## src/rtl/seq_pkg.sv

```systemverilog
package seq_pkg;
  localparam int unsigned IW     = 16;
  localparam int unsigned STEP_N = 8;
  localparam int unsigned STEP_W = $clog2(STEP_N);

  localparam logic [2:0] OP_BRANCH  = 3'b111;
  localparam logic [3:0] ALU_ADD    = 4'h1;
  localparam logic [3:0] ALU_PASS_A = 4'h8;
  localparam logic [3:0] ALU_PASS_B = 4'h9;

  typedef enum logic [1:0] {
    AM_REG = 2'b00, AM_IND = 2'b01, AM_ABS = 2'b10, AM_IMM = 2'b11
  } amode_t;

  typedef enum logic [2:0] {
    BC_ALW = 3'd0, BC_ZS = 3'd1, BC_ZC = 3'd2, BC_NS = 3'd3, BC_NC = 3'd4
  } bcond_t;

  typedef enum logic [1:0] {
    BA_REG = 2'd0, BA_IRW = 2'd1, BA_MDR = 2'd2, BA_NONE = 2'd3
  } bus_a_t;

  typedef enum logic [1:0] {
    BB_REG = 2'd0, BB_PC = 2'd1, BB_MDR = 2'd2, BB_IRW = 2'd3
  } bus_b_t;

  typedef struct packed {
    logic load_mar;
    logic inc_pc;
    logic mem_rd;
    logic mem_wr;
    logic load_mdr;
    logic load_ir;
    logic load_pc;
    logic regs_wr;
    logic load_status;
    logic extend;
    logic address;
    logic clear;
    logic rd1_en;
    logic rd2_en;
  } strobe_t;

  typedef struct packed {
    logic [2:0] op;
    amode_t     sm;
    logic [1:0] rs;
    amode_t     dm;
    logic [1:0] rd;
    logic [4:0] val;
    logic [9:0] ofs;
    logic       is_br;
    logic       src_mem;
    logic       dst_mem;
    logic       illegal;
  } dec_t;
endpackage

```

## src/rtl/seq_decode.sv

```systemverilog
module seq_decode
  import seq_pkg::*;
(
  input  logic [IW-1:0] ir,
  input  logic          flag_n,
  input  logic          flag_z,
  output dec_t          dec,
  output logic          br_take
);
  logic [2:0] cond;
  amode_t     sm_w;
  amode_t     dm_w;
  logic       br_w;

  assign cond = ir[12:10];
  assign sm_w = amode_t'(ir[12:11]);
  assign dm_w = amode_t'(ir[8:7]);
  assign br_w = (ir[15:13] == OP_BRANCH);

  always_comb begin
    dec.op      = ir[15:13];
    dec.sm      = sm_w;
    dec.rs      = ir[10:9];
    dec.dm      = dm_w;
    dec.rd      = ir[6:5];
    dec.val     = ir[4:0];
    dec.ofs     = ir[9:0];
    dec.is_br   = br_w;
    dec.src_mem = (sm_w == AM_IND) || (sm_w == AM_ABS);
    dec.dst_mem = (dm_w == AM_IND) || (dm_w == AM_ABS);
    dec.illegal = br_w ? (cond > BC_NC) : (dm_w == AM_IMM);
  end

  always_comb begin
    case (cond)
      BC_ALW:  br_take = 1'b1;
      BC_ZS:   br_take = flag_z;
      BC_ZC:   br_take = ~flag_z;
      BC_NS:   br_take = flag_n;
      BC_NC:   br_take = ~flag_n;
      default: br_take = 1'b0;
    endcase
  end
endmodule

```

## src/rtl/seq_steps.sv

```systemverilog
module seq_steps #(
  parameter int unsigned N = 8,
  localparam int unsigned SW = $clog2(N)
) (
  input  logic          clk,
  input  logic          rst,
  input  logic          clear,
  output logic [SW-1:0] idx,
  output logic [N-1:0]  onehot
);
  always_ff @(posedge clk) begin
    if (rst || clear || (idx == SW'(N - 1))) idx <= '0;
    else                                      idx <= idx + SW'(1);
  end

  for (genvar g = 0; g < N; g++) begin : g_oh
    assign onehot[g] = (idx == SW'(g));
  end
endmodule

```

## src/rtl/seq_ctrl.sv

```systemverilog
module seq_ctrl
  import seq_pkg::*;
#(
  parameter int unsigned DW = 16
) (
  input  logic [STEP_W-1:0] idx,
  input  dec_t              dec,
  input  logic              br_take,
  output strobe_t           stb,
  output bus_a_t            bus_a,
  output bus_b_t            bus_b,
  output logic [3:0]        alu,
  output logic [1:0]        rd1_idx,
  output logic [DW-1:0]     ir_word
);
  logic [STEP_W-1:0] calc_step;
  assign calc_step = dec.src_mem ? STEP_W'(5) : STEP_W'(3);

  always_comb begin
    stb     = '0;
    bus_a   = BA_NONE;
    bus_b   = BB_REG;
    alu     = 4'h0;
    rd1_idx = dec.rs;
    ir_word = '0;
    if (idx == STEP_W'(0)) begin
      stb.load_mar = 1'b1;
      stb.inc_pc   = 1'b1;
      bus_b        = BB_PC;
      alu          = ALU_PASS_B;
    end else if (idx == STEP_W'(1)) begin
      stb.mem_rd   = 1'b1;
      stb.load_mdr = 1'b1;
    end else if (idx == STEP_W'(2)) begin
      stb.load_ir = 1'b1;
      bus_b       = BB_MDR;
      alu         = ALU_PASS_B;
    end else if (dec.illegal) begin
      stb.clear = 1'b1;
    end else if (dec.is_br) begin
      stb.extend  = 1'b1;
      stb.load_pc = br_take;
      stb.clear   = 1'b1;
      bus_a       = BA_IRW;
      bus_b       = BB_PC;
      alu         = ALU_ADD;
      ir_word     = {{(DW-10){dec.ofs[9]}}, dec.ofs};
    end else if (dec.src_mem && idx == STEP_W'(3)) begin
      stb.load_mar = 1'b1;
      if (dec.sm == AM_IND) begin
        stb.rd1_en = 1'b1;
        rd1_idx    = dec.rs;
        bus_a      = BA_REG;
        alu        = ALU_PASS_A;
      end else begin
        stb.address = 1'b1;
        bus_b       = BB_IRW;
        alu         = ALU_PASS_B;
        ir_word     = {{(DW-7){1'b0}}, dec.rs, dec.val};
      end
    end else if (dec.src_mem && idx == STEP_W'(4)) begin
      stb.mem_rd   = 1'b1;
      stb.load_mdr = 1'b1;
    end else if (idx == calc_step) begin
      stb.rd2_en      = 1'b1;
      stb.load_status = 1'b1;
      bus_b           = BB_REG;
      alu             = {1'b0, dec.op};
      if (dec.src_mem) begin
        bus_a = BA_MDR;
      end else if (dec.sm == AM_IMM) begin
        bus_a      = BA_IRW;
        stb.extend = 1'b1;
        ir_word    = {{(DW-5){dec.val[4]}}, dec.val};
      end else begin
        bus_a      = BA_REG;
        stb.rd1_en = 1'b1;
        rd1_idx    = dec.rs;
      end
      if (dec.dst_mem) begin
        stb.load_mdr = 1'b1;
      end else begin
        stb.regs_wr = 1'b1;
        stb.clear   = 1'b1;
      end
    end else if (dec.dst_mem && idx == calc_step + STEP_W'(1)) begin
      stb.load_mar = 1'b1;
      if (dec.dm == AM_IND) begin
        stb.rd1_en = 1'b1;
        rd1_idx    = dec.rd;
        bus_a      = BA_REG;
        alu        = ALU_PASS_A;
      end else begin
        stb.address = 1'b1;
        bus_b       = BB_IRW;
        alu         = ALU_PASS_B;
        ir_word     = {{(DW-7){1'b0}}, dec.rd, dec.val};
      end
    end else if (dec.dst_mem && idx == calc_step + STEP_W'(2)) begin
      stb.mem_wr = 1'b1;
      stb.clear  = 1'b1;
    end else begin
      stb.clear = 1'b1;
    end
  end
endmodule

```

## src/rtl/instr_sequencer.sv

```systemverilog
module instr_sequencer
  import seq_pkg::*;
#(
  parameter int unsigned DW = 16
) (
  input  logic              clk,
  input  logic              rst,
  input  logic [IW-1:0]     ir,
  input  logic              flag_n,
  input  logic              flag_z,
  output logic [STEP_N-1:0] step,
  output logic [1:0]        bus_a_sel,
  output logic [1:0]        bus_b_sel,
  output logic [3:0]        alu_op,
  output logic              rd1_en,
  output logic [1:0]        rd1_idx,
  output logic              rd2_en,
  output logic              regs_wr,
  output logic              load_status,
  output logic              load_mdr,
  output logic              load_mar,
  output logic              load_ir,
  output logic              load_pc,
  output logic              inc_pc,
  output logic              mem_rd,
  output logic              mem_wr,
  output logic              extend,
  output logic              address,
  output logic [DW-1:0]     ir_word,
  output logic              clear,
  output logic              illegal
);
  dec_t              dec;
  logic              br_take;
  logic [STEP_W-1:0] idx;
  strobe_t           stb;
  strobe_t           stb_g;
  bus_a_t            ba;
  bus_b_t            bb;
  logic              err_q;

  seq_decode u_dec (
    .ir      (ir),
    .flag_n  (flag_n),
    .flag_z  (flag_z),
    .dec     (dec),
    .br_take (br_take)
  );

  seq_steps #(.N(STEP_N)) u_steps (
    .clk    (clk),
    .rst    (rst),
    .clear  (stb.clear),
    .idx    (idx),
    .onehot (step)
  );

  seq_ctrl #(.DW(DW)) u_ctrl (
    .idx     (idx),
    .dec     (dec),
    .br_take (br_take),
    .stb     (stb),
    .bus_a   (ba),
    .bus_b   (bb),
    .alu     (alu_op),
    .rd1_idx (rd1_idx),
    .ir_word (ir_word)
  );

  always_ff @(posedge clk) begin
    if (rst)                         err_q <= 1'b0;
    else if (stb.clear && dec.illegal) err_q <= 1'b1;
  end

  assign stb_g       = rst ? '0 : stb;
  assign bus_a_sel   = ba;
  assign bus_b_sel   = bb;
  assign load_mar    = stb_g.load_mar;
  assign inc_pc      = stb_g.inc_pc;
  assign mem_rd      = stb_g.mem_rd;
  assign mem_wr      = stb_g.mem_wr;
  assign load_mdr    = stb_g.load_mdr;
  assign load_ir     = stb_g.load_ir;
  assign load_pc     = stb_g.load_pc;
  assign regs_wr     = stb_g.regs_wr;
  assign load_status = stb_g.load_status;
  assign extend      = stb_g.extend;
  assign address     = stb_g.address;
  assign clear       = stb_g.clear;
  assign rd1_en      = stb_g.rd1_en;
  assign rd2_en      = stb_g.rd2_en;
  assign illegal     = err_q;
endmodule

```

## config.mk

```make
export PLATFORM = sky130hd
export DESIGN_NAME = instr_sequencer
export DESIGN_NICKNAME = d
export VERILOG_FILES = /design/src/rtl/seq_pkg.sv /design/src/rtl/seq_decode.sv /design/src/rtl/seq_steps.sv /design/src/rtl/seq_ctrl.sv /design/src/rtl/instr_sequencer.sv
export SDC_FILE = /design/constraint.sdc
export NUM_CORES = 1
export LEC_CHECK = 0
export ABC_CLOCK_PERIOD_IN_PS = 2500
export BUFFER_PORTS_ARGS = -buffer_cell sky130_fd_sc_hd__buf_2
export CAP_MARGIN = 20
export CELL_PAD_IN_SITES_DETAIL_PLACEMENT = 0
export CELL_PAD_IN_SITES_GLOBAL_PLACEMENT = 1
export CORE_UTILIZATION = 30
export CTS_CLUSTER_DIAMETER = 60
export DETAILED_ROUTE_END_ITERATION = 16
export PLACE_DENSITY = 0.81
export SLEW_MARGIN = 40
export SYNTH_ARGS = -nofsm -noshare
export SYNTH_HDL_FRONTEND = slang
export SYNTH_SLANG_ARGS = --single-unit
```

## constraint.sdc

```tcl
create_clock -name clk -period 2.5 [get_ports clk]
set_clock_uncertainty 0.05 [all_clocks]
set_input_delay 0.125 -clock clk [delete_from_list [all_inputs] [get_ports clk]]
set_output_delay 0.125 -clock clk [all_outputs]
set_load 0.05 [all_outputs]
```

---- After elaboration in Yosys (flattened, before gate mapping) ----
Index checks and enable logic that the tools add are counted.
Widths: inputs -> output; s select.
operators by class
  bitwise gates (word level) .............. 2
  order comparisons ....................... 1
  divide/modulo/power cells ............... 0
  equal/unequal tests ..................... 21
  shift operators ......................... 0
  $mul .................................... 0
  add/sub/neg operators ................... 3
  mux-type cells .......................... 120
  reduce and logical (&&, ||, !) cells .... 11
operator list
  kind                 count
  $mux 16              11
  $mux 2               35
  $mux 1               49
  $mux 4               9
  $mux 3               7
  $mux 7               3
  $eq 3x3->1 const B   6
  $mux 14              1
  $eq 3x2->1 const B   4
  $mux 12              1
  $eq 3x3->1           3
  $mux 9               1
  $eq 2x2->1 const B   4
  $mux 8               1
  $add 3x1->3 const B  2
  $eq 3x1->1 const B   2
  $logic_not 3->1      2
  $logic_and 1x1->1    5
  $mux 5               1
  $pmux 1 s5           1
  $eq 2x1->1 const B   2
  $logic_or 1x1->1     4
  $add 3x2->3 const B  1
  $gt 3x3->1 const B   1
  $not 1->1            2
word-level totals
  RAM bits ................................ 0
  ROM bits ................................ 0
  register bits ........................... 4
  output and inout bits ................... 49
  memories ................................ 0
  latch bits .............................. 0

---- Longest topological paths before layout ----
Gate-level depths: netlist of run 1.
  depth in word-level cells ............... 18
  gate-level depth with buffers ........... 10
  depth with buffers taken out ............ 6

---- Cells and area by module ----
From an unflattened synthesis of run 1, not the netlist that was laid out.
second synthesis, totals
  cells, all modules ...................... 189
  area, all modules ....................... 1506.4 sq um
modules (own cells, without submodules)
  module           area an instance (sq um)  instances  cells each  seq. area each (sq um)
  seq_ctrl         854.6                     1          113         0.0
  seq_decode       287.8                     1          37          0.0
  seq_steps        211.5                     1          21          60.1
  instr_sequencer  152.6                     1          18          20.0

---- Least setup slack after synthesis of run 1 ----
No wires, ideal clock.
  path type ............................... register -> output
  start ................................... reg u_steps.idx[1]
  end ..................................... out regs_wr
  cell stages (with the launch flop) ...... 9
  required time ........................... 2.325 ns
  buffers on the path ..................... 2
  slack ................................... -1.326 ns
  arrival ................................. 3.651 ns
  path through ............................ dfxtp_1 > buf_2 > inv_1 > ha_1 > buf_2 > nor4bb_1 > o21ai_0 > nor4_1 > and2_1
between the ends
  word-level cells in the longest chain between the ends .. 10
  elaborated cells on any way between the ends .. 17
  those cells by class .................... eq/ne: 5; mux: 9; reduce/logical: 3
RTL lines
  item                                         RTL line                        source
  from (decl)                                  seq_steps.sv:8                  output logic [SW-1:0] idx,
  from (signal assigned)                       seq_steps.sv:13                 else idx <= idx + SW'(1);
  $eq 3x3->1 (on tied branches)                seq_ctrl.sv:64, seq_ctrl.sv:61
  $mux 3 or $logic_and 1x1->1 (tied branches)  seq_ctrl.sv:64, seq_ctrl.sv:61
  $mux 7                                       seq_ctrl.sv:61                  end else if (dec.src_mem && idx == STEP_W'(4)) begin
  $mux 3                                       seq_ctrl.sv:48                  end else if (dec.src_mem && idx == STEP_W'(3)) begin
  $mux 2                                       seq_ctrl.sv:40                  end else if (dec.is_br) begin
  $mux 5                                       seq_ctrl.sv:38                  end else if (dec.illegal) begin
  $mux 8                                       seq_ctrl.sv:34                  end else if (idx == STEP_W'(2)) begin
  $mux 9                                       seq_ctrl.sv:31                  end else if (idx == STEP_W'(1)) begin
  $mux 12 (*)                                  seq_ctrl.sv:26                  if (idx == STEP_W'(0)) begin
  $mux 14 (*)                                  instr_sequencer.sv:75           assign stb_g = rst ? '0 : stb;
  to (decl)                                    instr_sequencer.sv:18           output logic regs_wr,
Mark *: on every way between the ends. The rest lies on a longest branch, timed or not.

---- Worst setup path in the final report of run 1 ----
  start ................................... reg u_steps.idx[0]
  end ..................................... out ir_word[1]
between the ends
  word-level cells in the longest chain between the ends .. 11
  elaborated cells on any way between the ends .. 19
  those cells by class .................... eq/ne: 6; mux: 9; reduce/logical: 4
RTL lines
  item               RTL line               source
  $eq 3x3->1         seq_ctrl.sv:86         end else if (dec.dst_mem && idx == calc_step + STEP_W'(1)) begin
  $logic_and 1x1->1  seq_ctrl.sv:86
  $mux 16            seq_ctrl.sv:86
  $mux 16            seq_ctrl.sv:64         end else if (idx == calc_step) begin
  $mux 16            seq_ctrl.sv:61
  $mux 16            seq_ctrl.sv:48
  $mux 16            seq_ctrl.sv:40
  $mux 16            seq_ctrl.sv:38
  $mux 16            seq_ctrl.sv:34
  $mux 16            seq_ctrl.sv:31
  $mux 16 (*)        seq_ctrl.sv:26
  to (decl)          instr_sequencer.sv:29  output logic [DW-1:0] ir_word,
Marked as above.

==> results of run 1 <==
placed cells by master (no fill, tap or decap), types with 4 or more instances in the layout:
cell and instances:
a21oi_1 8, a21oi_4 4, and2_1 6, and3_1 8
buf_2 55, buf_4 27, buf_6 4, ha_1 11
inv_1 11, nand2_1 13, nand2b_1 5, nor2_1 11
o21a_1 4, o21ai_0 4
path summary, 6_finish.rpt:
kind              cells past startpoint  slack, ns              to
hold / removal                        2       0.25         illegal
setup / recovery                      8       0.08      ir_word[1]
setup reg to reg                      5       0.58  u_steps.idx[2]
hold reg to reg                       2       0.40         illegal
worst max-delay path, stage by stage (launching register included):
cell and delay, ns:
dfxtp_2 0.34, ha_1 0.24, ha_4 0.20, a21o_1 0.20, a2111oi_4 0.30, buf_4 0.21
a311o_2 0.17, and3_1 0.16, buf_4 0.19
flip-flops by register name, summed over array words and instances, names as in the netlist:
| register | count |
|---|---|
| u_steps.idx | 3 |
| illegal | 1 |
per-stage QoR:
step | util, % | hold slack, ns | TNS (ns)
2_1_floorplan | - | 0.275 | -1.41
3_3_place_gp | 46.3 | 0.400 | 0
3_5_place_dp | 46.3 | 0.404 | 0
4_1_cts | 48.1 | 0.250 | -0.00202
5_1_grt | 49.3 | 0.261 | -0.105
6_report | 49.3 | 0.250 | 0
final cells by class:
cell class / count / area (sq um) / share of cell area, %
clock buffer: 3 / 41.3 / 2.09
inverter: 11 / 41.3 / 2.09
multi-input combinational: 144 / 1210 / 61.6
sequential: 4 / 81.3 / 4.12
tap: 50 / 62.6 / 3.17
timing repair buffer: 87 / 531 / 26.9
cells by family after synthesis:
| kind of cell | after synthesis | synth area share [%] |
|---|---|---|
| buffers and inverters | 28 | 12.4 |
| and+or+nand+nor | 77 | 34.9 |
| xor gates and xnor gates | 1 | 0.697 |
| adders and majority gates | 12 | 11.9 |
| AOI/OAI and AO/OA | 52 | 31.8 |
| DFF | 4 | 6.37 |
| muxes | 2 | 1.79 |
metal layers:
| metal | track usage [%] | vias to the layer above |
|---|---|---|
| met5 | 0 | - |
| met4 | 8.24 | 0 |
| met3 | 1.71 | 9 |
| met2 | 30.4 | 53 |
| met1 | 25.5 | 741 |
| li1 | - | 784 |
synth_stat cells (5+ instances only):
cell type	count
a21oi_1	14
and2_1	7
and3_1	8
buf_2	5
buf_4	8
ha_1	12
inv_1	11
nand2_1	13
nand2b_1	5
nor2_1	14
nor3_1	6
o21ai_0	6
power by group through the flow:
stage,sequential [mW],combinational (mW),clock [mW]
final,0.105,1.50,0.139
after global routing,0.108,1.60,0.145
after CTS,0.103,1.46,0.144
after detailed placement,0.104,1.43,0
after global placement,0.102,1.43,0
after floorplan,0.114,1.09,0
==> impl_metrics.toml, run 1 <==
[route]
wl_um = 4300
wl_met2_um = 2020
route.met3.wl_um = 215
ant_nets = 0
via_count = 1587
wl_met1_um = 1980
drc = 0
drt_iter0_drc = 58
first_pass_iters = 4
via_per_inst = 5.31
wl_per_cell_um = 14.4
highest_layer = "met4"

[sta]
period_share_pct = 96.8
worst_slack_ns = 0.0809
min_period_ns = 2.42
tightest_slew_ns = 0.448
finalHoldViolations = 0
setup_viol = 0
clock.fmax_ghz = 0.413
rsz0062_at_grt = "yes"
slew_headroom_pct = 69.9
slew_viol_final = 0

[floorplan]
dieArea_sq_um = 4450
die_x_um = 66.7
die_h_um = 66.7
io_pins = 69
core_sq_um = 4000
start_util_pct = 31.4
std_cell_rows = 23

[power_and_ir_drop]
p_leak_nw = 0.915
power_mw = 1.74
switchingPower_mw = 1.08
power_density_nw_per_um2 = 882
p_int_uw = 659
p_sw_share_pct = 62.1
clkPwrFrac_pct = 8.0
vdd_drop_max_uv = 417
p_seq_share_pct = 6.0
power_frac_comb_pct = 86.0

[clock_tree]
cts-resized-gates = 14
clock_latency_ns = 0.22
cts_tree = "yes"
htreeDepth = 1
cts_buffers = 3
path_clk_slew_ns = 0.03
cts_buffer_depth = 2
cts.sinks = 4
root_buffer = "clkbuf_8"
post_cts_buffers = 0
postCtsHoldBufs = 0

[synth]
seq_area_frac_synth_pct = 6.37
synth_edf_count = 0
synth_area_leaders = "ha_1, dfxtp_1, a21oi_1"
ys_warn_count = 0
synth-seq-cells = 4
synth_ff_type = "dfxtp_1"
synth_fp_nets = 208
avgSynthCellArea_sq_um = 7.14
yosysUniqueCellTypes = 52
yosysTopAreaCell = "ha_1"
ys_async_sr_fraction_pct = 0
syn_area_sq_um = 1260
syn_inst = 176
synth_top_area_share_pct = 11.9

[placement]
dp_hpwl_um = 3490
port_buffers = 68
place_inst = 296
dpl_cell_area_sq_um = 1850
gp_congestion = 0.832
preCtsSetupSlack_ns = 0.139

[critical_path]
r2r-start = "u_steps.idx[1]"
arrival_ns = 2.24
worstSetupPathType = "reg2out"
startpoint = "u_steps.idx[0]"
path_max_fanout = 6
crit_path_start_kind = "flop"
end_kind = "output port"
required_ns = 2.33

[global_route]
track_usage_pct = 19.0
grt_pass1_wl_um = 6450
antenna_found_initial = 0
overflow = 0
grt_pass1_vias = 1381
grt_max_degree = 14

[layout]
n_antenna_cell = 0
fillerInstances = 394
fin_nets = 283
area_delta_synth_final_pct = 56.8
stdcell_count = 299
final_cell_area_sq_um = 1970
drive_gt1_share_pct = 51.4

[hold_path]
hp-class = "in2reg"
hp-start = "rst"

[flow_run]
max_cap_violations = 0

[outcome]
run_status = "completed"
Power figures use the tool's default switching activity.
==> run 2, diff against run 1 <==
==> constraint.sdc (replaced) <==
create_clock -name clk -period 2.5 [get_ports clk]
set_clock_uncertainty 0.05 [all_clocks]
set_input_delay 0.5 -clock clk [delete_from_list [all_inputs] [get_ports clk]]
set_output_delay 0.5 -clock clk [all_outputs]
set_load 0.05 [all_outputs]
==> run 2 against run 1 <==
- the run now ends with setup timing left
- flip-flop and latch count unchanged
- global-route usage up 6.1 points
- final cell count increased by 20%
- wire length grew 48%
- core utilization rose by 30 points
- worst hold slack gained 0.17 ns
- sequential share of layout area is 1.4 points lower
- maximum frequency shrank 13%
- non-clock buffer count grew 60
- clock-buffer cell count unchanged
- critical endpoint is now bus_a_sel[0]
==> impl_metrics.toml, run 2 (synthesis gave the netlist of run 1 again) <==
[outcome]
run_status = "finished with violations"
violations = "setup timing"

[power_and_ir_drop]
power_mw = 2.42
power_density_nw_per_um2 = 763
p_leak_nw = 1.34
vdd_drop_max_uv = 670

[floorplan]
std_cell_rows = 23
start_util_pct = 31.4
die_h_um = 66.7
dieArea_sq_um = 4450
die_x_um = 66.7
core_sq_um = 4000
io_pins = 69

[route]
wl_um = 6360
via_count = 1982
ant_nets = 0
wl_per_cell_um = 17.7
drc = 0
via_per_inst = 5.52
drt_iter0_drc = 97
first_pass_iters = 4

[placement]
dpl_cell_area_sq_um = 2340
place_inst = 336
dp_hpwl_um = 4010
port_buffers = 68
gp_congestion = 0.902
preCtsSetupSlack_ns = -0.400

[sta]
period_share_pct = 111
setup-tns-final_ns = -7.31
slew_headroom_pct = 77.2
finalHoldViolations = 0
worst_slack_ns = -0.282
setup_viol = 34
min_period_ns = 2.78
slew_viol_final = 0
clock.fmax_ghz = 0.359
holdWs_ns = 0.418
rsz0062_at_grt = "yes"
tightest_slew_ns = 0.343

[global_route]
overflow = 0
track_usage_pct = 25.1
grt_pass1_vias = 1845
antenna_found_initial = 0
grt_max_degree = 12
grt_pass1_wl_um = 8570

[critical_path]
worstSetupPathType = "in2out"
path_max_fanout = 6
rrSetupSlack_ns = 0.22
end_kind = "output port"
startpoint = "ir[12]"
r2r-end = "u_steps.idx[0]"
required_ns = 1.95
reg2regPathDepth = 8
r2r-start = "u_steps.idx[1]"
arrival_ns = 2.23
crit_path_start_kind = "input port"

[layout]
final_common_cell = "buf_4"
fillerInstances = 243
layout_common_cells = "buf_4, buf_6, buf_2"
stdcell_count = 359
largest-register = "u_steps.idx"
drive_gt1_share_pct = 78.3
area_delta_synth_final_pct = 152
n_antenna_cell = 0
fin_nets = 343
final_cell_area_sq_um = 3170
final_util_pct = 79.3
largest_register_ffs = 3

[flow_run]
max_cap_violations = 0

[clock_tree]
root_buffer = "clkbuf_8"
cts_tree = "yes"
htreeDepth = 1
path_clk_slew_ns = 0.03
postCtsHoldBufs = 0
cts.sinks = 4
cts_buffer_depth = 2
cts_buffers = 3
clock_latency_ns = 0.21

[hold_path]
holdPathEnd = "illegal"
whs_path_depth = 2
hp-class = "reg2reg"
hp-start = "illegal"
## run 2: final cells by class
class                           count  area (sq um)  area share, %
Multi-Input combinational cell    144          1610           50.7
Timing Repair Buffer              147          1300           41.0
Sequential cell                     4          86.3           2.72
Inverter                           11          73.8           2.33
Tap cell                           50          62.6           1.97
Clock buffer                        3          41.3           1.30
## run 2: worst max path at each step
| stage | end | slack, ns | cells past startpoint |
|---|---|---|---|
| after detailed placement | bus_b_sel[0] | -0.40 | 9 |
| after CTS | load_mdr | -0.24 | 9 |
| final | bus_a_sel[0] | -0.28 | 10 |
| after global placement | rd1_idx[0] | -0.39 | 9 |
| after floorplan | regs_wr | -0.38 | 7 |
| after global routing | bus_a_sel[0] | -0.32 | 10 |
## run 2: metal layers
metal | wire length [um] | vias up | global-route usage, % | part of all wire, %
met5 | 0 | - | 0 | 0
met4 | 193 | 0 | 5.32 | 3.0
met3 | 300 | 20 | 2.74 | 4.7
met2 | 3280 | 78 | 47.5 | 52
met1 | 2580 | 977 | 29.8 | 41
li1 | - | 907 | - | -
## run 2: critical path, stage by stage
cell and delay [ns]:
buf_12 0.09, inv_12 0.03, ha_4 0.30, buf_4 0.12, buf_6 0.09, nor4bb_4 0.28
o21a_2 0.25, nand2b_1 0.08, a211o_4 0.33, buf_8 0.15
## run 2: timing repair
action / in CTS / in global routing
pin swaps: 29 / 17
setup endpoints to repair: 37 / 39
buffers inserted: 16 / 5
gates resized for setup: 145 / 27
## run 2: power breakdown
group	leakage, nW	internal [mW]	switching [mW]
Sequential	0.0342	0.0903	0.0277
Combinational	1.29	0.879	1.29
Clock	0.0216	0.102	0.0302
